$ cat src/rtl/cfg_scrubber.sv
module cfg_scrubber #(
  parameter int NFRAMES     = 4,
  parameter int FRAME_WORDS = 4,
  parameter int PAD_WORDS   = 2,
  parameter int NIMAGES     = 4,
  parameter int DW          = 8,
  parameter int CNTW        = 8
) (
  input  logic                                          clk,
  input  logic                                          rst_n,
  input  logic                                          host_start,
  input  logic [$clog2(NIMAGES)-1:0]                    host_image,
  input  logic                                          host_abort,
  input  logic                                          scrub_en,
  output logic                                          flash_rd,
  output logic [$clog2(NIMAGES*NFRAMES*FRAME_WORDS)-1:0] flash_addr,
  input  logic [2*DW-1:0]                               flash_rdata,
  output logic                                          cfg_write,
  output logic                                          cfg_wr_en,
  output logic                                          cfg_rd_en,
  output logic [DW-1:0]                                 cfg_dout,
  input  logic [DW-1:0]                                 cfg_din,
  output logic [$clog2(NFRAMES)-1:0]                    cfg_frame,
  output logic                                          fix_irq,
  output logic [1:0]                                    st_state,
  output logic [$clog2(NFRAMES)-1:0]                    st_frame,
  output logic                                          st_load_done,
  output logic [CNTW-1:0]                               st_fix_count
);
  localparam int FRW = $clog2(NFRAMES);
  localparam int IMW = $clog2(NIMAGES);
  localparam int AW  = $clog2(NIMAGES*NFRAMES*FRAME_WORDS);
  localparam int WCW = $clog2(FRAME_WORDS+PAD_WORDS+1);
  localparam logic [FRW-1:0] LASTF   = FRW'(NFRAMES-1);
  localparam logic [WCW-1:0] NDATA   = WCW'(FRAME_WORDS);
  localparam logic [WCW-1:0] LASTRD  = WCW'(FRAME_WORDS-1);
  localparam logic [WCW-1:0] LASTWR  = WCW'(FRAME_WORDS+PAD_WORDS-1);

  typedef enum logic [1:0] {IDLE = 2'd0, LOAD = 2'd1, SCRUB = 2'd2, FIX = 2'd3} st_t;

  st_t            st;
  logic           ph;
  logic [WCW-1:0] wc;
  logic [FRW-1:0] frame;
  logic [IMW-1:0] img;
  logic           err, ld_done, abort_p, irq;
  logic [CNTW-1:0] fixes;
  logic           miss, stop, in_data;

  assign in_data    = wc < NDATA;
  assign stop       = host_abort | abort_p;
  assign miss       = |((cfg_din ^ flash_rdata[DW-1:0]) & ~flash_rdata[2*DW-1:DW]);
  assign cfg_write  = (st == LOAD) || (st == FIX);
  assign cfg_wr_en  = cfg_write && ph;
  assign cfg_rd_en  = (st == SCRUB) && !ph;
  assign flash_rd   = (st != IDLE) && !ph && in_data;
  assign flash_addr = AW'((32'(img) * NFRAMES + 32'(frame)) * FRAME_WORDS + 32'(wc));
  assign cfg_dout   = in_data ? flash_rdata[DW-1:0] : '0;
  assign cfg_frame  = frame;
  assign fix_irq    = irq;
  assign st_state   = st;
  assign st_frame   = frame;
  assign st_load_done = ld_done;
  assign st_fix_count = fixes;

  always_ff @(posedge clk or negedge rst_n) begin
    if (!rst_n) begin
      st <= IDLE; ph <= 1'b0; wc <= '0; frame <= '0; img <= '0;
      err <= 1'b0; ld_done <= 1'b0; abort_p <= 1'b0; irq <= 1'b0; fixes <= '0;
    end else begin
      irq <= 1'b0;
      if (host_abort && st != IDLE) abort_p <= 1'b1;
      if (st == IDLE) begin
        abort_p <= 1'b0;
        err <= 1'b0;
        if (host_start) begin
          img <= host_image; st <= LOAD; ph <= 1'b0;
          wc <= '0; frame <= '0; ld_done <= 1'b0;
        end
      end else if (!ph) begin
        ph <= 1'b1;
      end else begin
        ph <= 1'b0;
        if (stop) begin
          st <= IDLE; abort_p <= 1'b0; wc <= '0; err <= 1'b0;
        end else if (st == SCRUB) begin
          if (wc == LASTRD) begin
            wc <= '0; err <= 1'b0;
            if (err || miss) st <= FIX;
            else frame <= (frame == LASTF) ? '0 : frame + 1'b1;
          end else begin
            wc <= wc + 1'b1; err <= err | miss;
          end
        end else if (wc == LASTWR) begin
          wc <= '0;
          if (st == FIX) begin
            st <= SCRUB; irq <= 1'b1;
            if (~&fixes) fixes <= fixes + 1'b1;
          end else if (frame == LASTF) begin
            frame <= '0; ld_done <= 1'b1;
            st <= scrub_en ? SCRUB : IDLE;
          end else begin
            frame <= frame + 1'b1;
          end
        end else begin
          wc <= wc + 1'b1;
        end
      end
    end
  end


  start_load_chk: assert property (@(posedge clk) disable iff (!rst_n)
    (st == IDLE && host_start) |=> (st == LOAD && !ld_done && frame == '0));


  done_from_load_chk: assert property (@(posedge clk) disable iff (!rst_n)
    $rose(ld_done) |-> $past(st) == LOAD);


  resume_frame_chk: assert property (@(posedge clk) disable iff (!rst_n)
    fix_irq |-> (st == SCRUB && $past(st) == FIX && frame == $past(frame)));


  fix_sat_chk: assert property (@(posedge clk) disable iff (!rst_n)
    (&fixes) |=> (&fixes));


  fix_mono_chk: assert property (@(posedge clk) disable iff (!rst_n)
    (!fix_irq) |-> $stable(fixes) || $past(st) == FIX);


  abort_idle_chk: assert property (@(posedge clk) disable iff (!rst_n)
    (st != IDLE && ph && (host_abort || abort_p)) |=> (st == IDLE && !cfg_wr_en && !cfg_rd_en));
endmodule

$ cat config.mk
export PLATFORM = sky130hd
export DESIGN_NAME = cfg_scrubber
export DESIGN_NICKNAME = d
export VERILOG_FILES = /design/src/rtl/cfg_scrubber.sv
export SDC_FILE = /design/constraint.sdc
export NUM_CORES = 1
export LEC_CHECK = 0
export ABC_AREA = 1
export BUFFER_PORTS_ARGS = -buffer_cell sky130_fd_sc_hd__buf_2
export CORE_ASPECT_RATIO = 1.25
export CORE_MARGIN = 4
export CORE_UTILIZATION = 53
export CTS_BUF_LIST = sky130_fd_sc_hd__clkbuf_4 sky130_fd_sc_hd__clkbuf_8
export CTS_CLUSTER_DIAMETER = 120
export DETAILED_ROUTE_END_ITERATION = 10
export PLACE_DENSITY = 0.84
export SYNTH_ARGS = -nofsm -noshare
export SYNTH_HDL_FRONTEND = slang
export SYNTH_SLANG_ARGS = --single-unit
$ cat constraint.sdc
create_clock -name clk -period 4.2 [get_ports clk]
set_input_delay 0.21 -clock clk [delete_from_list [all_inputs] [get_ports clk]]
set_output_delay 0.21 -clock clk [all_outputs]
set_load 0.005 [all_outputs]
==> results.py <==
metrics = {
    "synthesis": {
        "syn_area_per_cell_sq_um": 7.31,
        "yosysTopAreaCell": "dfrtp_1",
        "synth.area.top_cells": "dfrtp_1, nand2_1, inv_1",
        "syn_area_sq_um": 1560,
        "yosysSeqAreaShare_pct": 35.4,
        "netlist-cell-type-count": 33,
        "async_flop_share_pct": 100,
        "synth_nets": 252,
        "synth_flop_cell": "dfrtp_1",
        "synth_edf_count": 0,
        "synth.top_cell.area_share_pct": 35.4,
        "netlist_instances": 213,
        "ys_warn_count": 0,
        "ys_seq_elements": 22,
    },
    "power_and_ir_drop": {
        "peakVddDrop_v": 0.000218,
        "combPwrFrac_pct": 47.6,
        "power_frac_clock_pct": 14.2,
        "pwr-share-seq_pct": 38.2,
        "switching_share_pct": 43.3,
        "internal_power_w": 0.000476,
        "leakage_nw": 1.17,
        "power_switching_w": 0.000364,
        "powerDensity_nw_per_um2": 440,
    },
    "critical_path": {
        "cp_cell_sequence": "ha_1 -> ha_1 -> xor2_1 -> buf_2",
        "crit_type": "reg -> out",
        "cp.arrival_ns": 1.59,
        "endpoint_kind": "output port",
        "crit_top_cell": "ha_1",
        "cp_max_fo": 13,
        "startpoint_type": "flop",
        "crit_path_top_delay_cell": "dfrtp_1",
        "required_ns": 3.99,
        "slowest_delay_ns": 0.54,
    },
    "sta": {
        "final.setup_skew_ns": 0.00256,
        "min_period_over_period_pct": 43.0,
        "finalSetupTns_ns": 0,
        "fin_ws_ns": 2.40,
        "fin_crit_ns": 1.80,
        "hold_violations": 0,
        "tightest_slew_ns": 0.476,
        "timing.slew.headroom_pct": 68.3,
        "slew_violations": 0,
        "setup_viol": 0,
        "rsz0062_at_grt": "no",
        "fmaxAchievable_mhz": 554,
    },
    "floorplan": {
        "std_cell_rows": 21,
        "initial_core_util_pct": 56.4,
        "fp.dieArea_sq_um": 3870,
        "coreArea_sq_um": 2760,
        "dieWidth_um": 56.5,
        "die_y_um": 68.6,
        "pin_count": 65,
    },
    "clocking": {
        "cts_made_buffers": 3,
        "clockBufferDepth": 2,
        "post_cts_buffers": 0,
        "cts.sinks": 22,
        "clk_pin_slew_ns": 0.12,
        "clk_latency_ns": 0.32,
        "htreeDepth": 1,
        "cts_tree": "yes",
        "root_buffer": "clkbuf_4",
    },
    "global_route": {
        "grt_overflow": 0,
        "grt_pass1_wl_mm": 5.87,
        "antenna_found_initial": 0,
        "grt_pass1_vias": 1463,
        "grt_max_degree": 23,
        "grt_util_all_layers_pct": 18.9,
    },
    "detailed_routing": {
        "wl_mm": 3.45,
        "drtIter0Drc": 43,
        "wl_per_cell_um": 11.2,
        "routed_via_density": 4.90,
        "route.detailed.drc": 0,
        "vias": 1513,
        "drtPass1Iterations": 4,
        "antenna_left": 0,
    },
    "worst_hold_path": {
        "hp-class": "in -> reg",
    },
    "cells_and_area": {
        "multiInputGateArea_sq_um": 793,
        "final_area_sq_um": 1910,
        "nets": 315,
        "ff_latch_area_sq_um": 551,
        "drive_gt1_share_pct": 30.9,
        "final_common_cell": "buf_2",
        "final_cell_mix": "buf_2, nand2_1, inv_1, nor2_1, dfrtp_1",
        "diodes": 0,
        "area_growth_pct": 22.7,
        "nFillCells": 269,
    },
    "place": {
        "pre_cts_slack_ns": 2.51,
        "postPlaceCellArea_sq_um": 1860,
        "place.gp.congestion": 0.909,
        "port_buffers": 64,
        "dp_hpwl_mm": 2.93,
    },
    "status": {
        "status": "completed",
    },
    "run": {
        "maxCapViolations": 0,
    },
}
==> logic make-up after synthesis <==
group | synth area share [%]
fa+ha+maj | 6.43
buf+inv | 13.7
xor+xnor | 5.06
mux | 0.723
compound gates | 8.04
flops | 35.4
simple gates | 30.7
==> what timing repair did <==
action / 4_1_cts / 5_1_grt
hold endpoints to repair: 22 / 0
resized for setup: 0 / 0
hold buffers: 1 / 0
==> power groups by stage <==
stage	Sequential, W	Clock (W)	Combinational (W)
2_1_floorplan	0.000307	0	0.000304
3_3_place_gp	0.000326	0	0.000393
3_5_place_dp	0.000327	0	0.000402
4_1_cts	0.000322	0.000119	0.000404
5_1_grt	0.000335	0.000127	0.000455
6_report	0.000321	0.000119	0.000400
==> path summary, 6_finish.rpt <==
path	from	endpoint	slack, ns	cells past startpoint
max	wc[2]$_DFFE_PN0P_	flash_addr[4]	2.40	4
min reg2reg	st_fix_count[6]$_DFFE_PN0P_	st_fix_count[6]$_DFFE_PN0P_	0.51	1
min	host_image[1]	img[1]$_DFFE_PN0P_	0.07	3
max reg2reg	st_fix_count[0]$_DFFE_PN0P_	st_fix_count[1]$_DFFE_PN0P_	2.48	6
max in group asynchronous	rst_n	st_fix_count[0]$_DFFE_PN0P_	3.51	2
min in group asynchronous	rst_n	img[1]$_DFFE_PN0P_	0.36	2
==> registers in the layout (all words and copies together), names as in the netlist, 2 cells and up <==
register	flops
st_state	2
wc	3
st_fix_count	8
cfg_frame	2
img	2
==> metal layers <==
metal  track usage (%)  part of all wire [%]  up-vias
met5                 0                     0        -
met4              7.42                   1.5        0
met3              1.86                   6.9        5
met2              37.6                    50       59
met1              20.6                    41      666
li1                  -                     -      783
==> worst max-delay path, delay by kind of cell, from the launching register on <==
kind	cells	cell delay, ns
flip-flops	1	0.54
adder cells (fa/ha/maj)	2	0.46
XOR/XNOR	1	0.15
buffers and inverters	1	0.12
==> synth_stat cells (all sizes together), types with 2 or more instances <==
cell and instances:
buf 5, xor2 5, o22ai 2, nand2 48, inv 42, ha 8, nor2 31, or2 3
o21ai 10, a21oi 7, nand3 11, xnor2 4, dfrtp 22, nand4 6
==> area by class of cell <==
cell class                      instances  share of cell area (%)
Clock buffer                            4                    1.90
Inverter                               42                    8.25
Multi-Input combinational cell        142                    41.5
Sequential cell                        22                    28.8
Tap cell                               34                    2.23
Timing Repair Buffer                   65                    17.3
==> metrics by stage <==
stage / utilization [%] / power [W] / std cells / hold slack (ns)
2_1_floorplan: - / 0.000611 / 213 / -0.0856
3_3_place_gp: 67.6 / 0.000719 / 304 / 0.201
3_5_place_dp: 67.6 / 0.000728 / 304 / 0.200
4_1_cts: 69.3 / 0.000845 / 309 / 0.0784
5_1_grt: 69.3 / 0.000917 / 309 / 0.0743
6_report: 69.3 / 0.000840 / 309 / 0.0743
(Power assumes the default switching activity.)
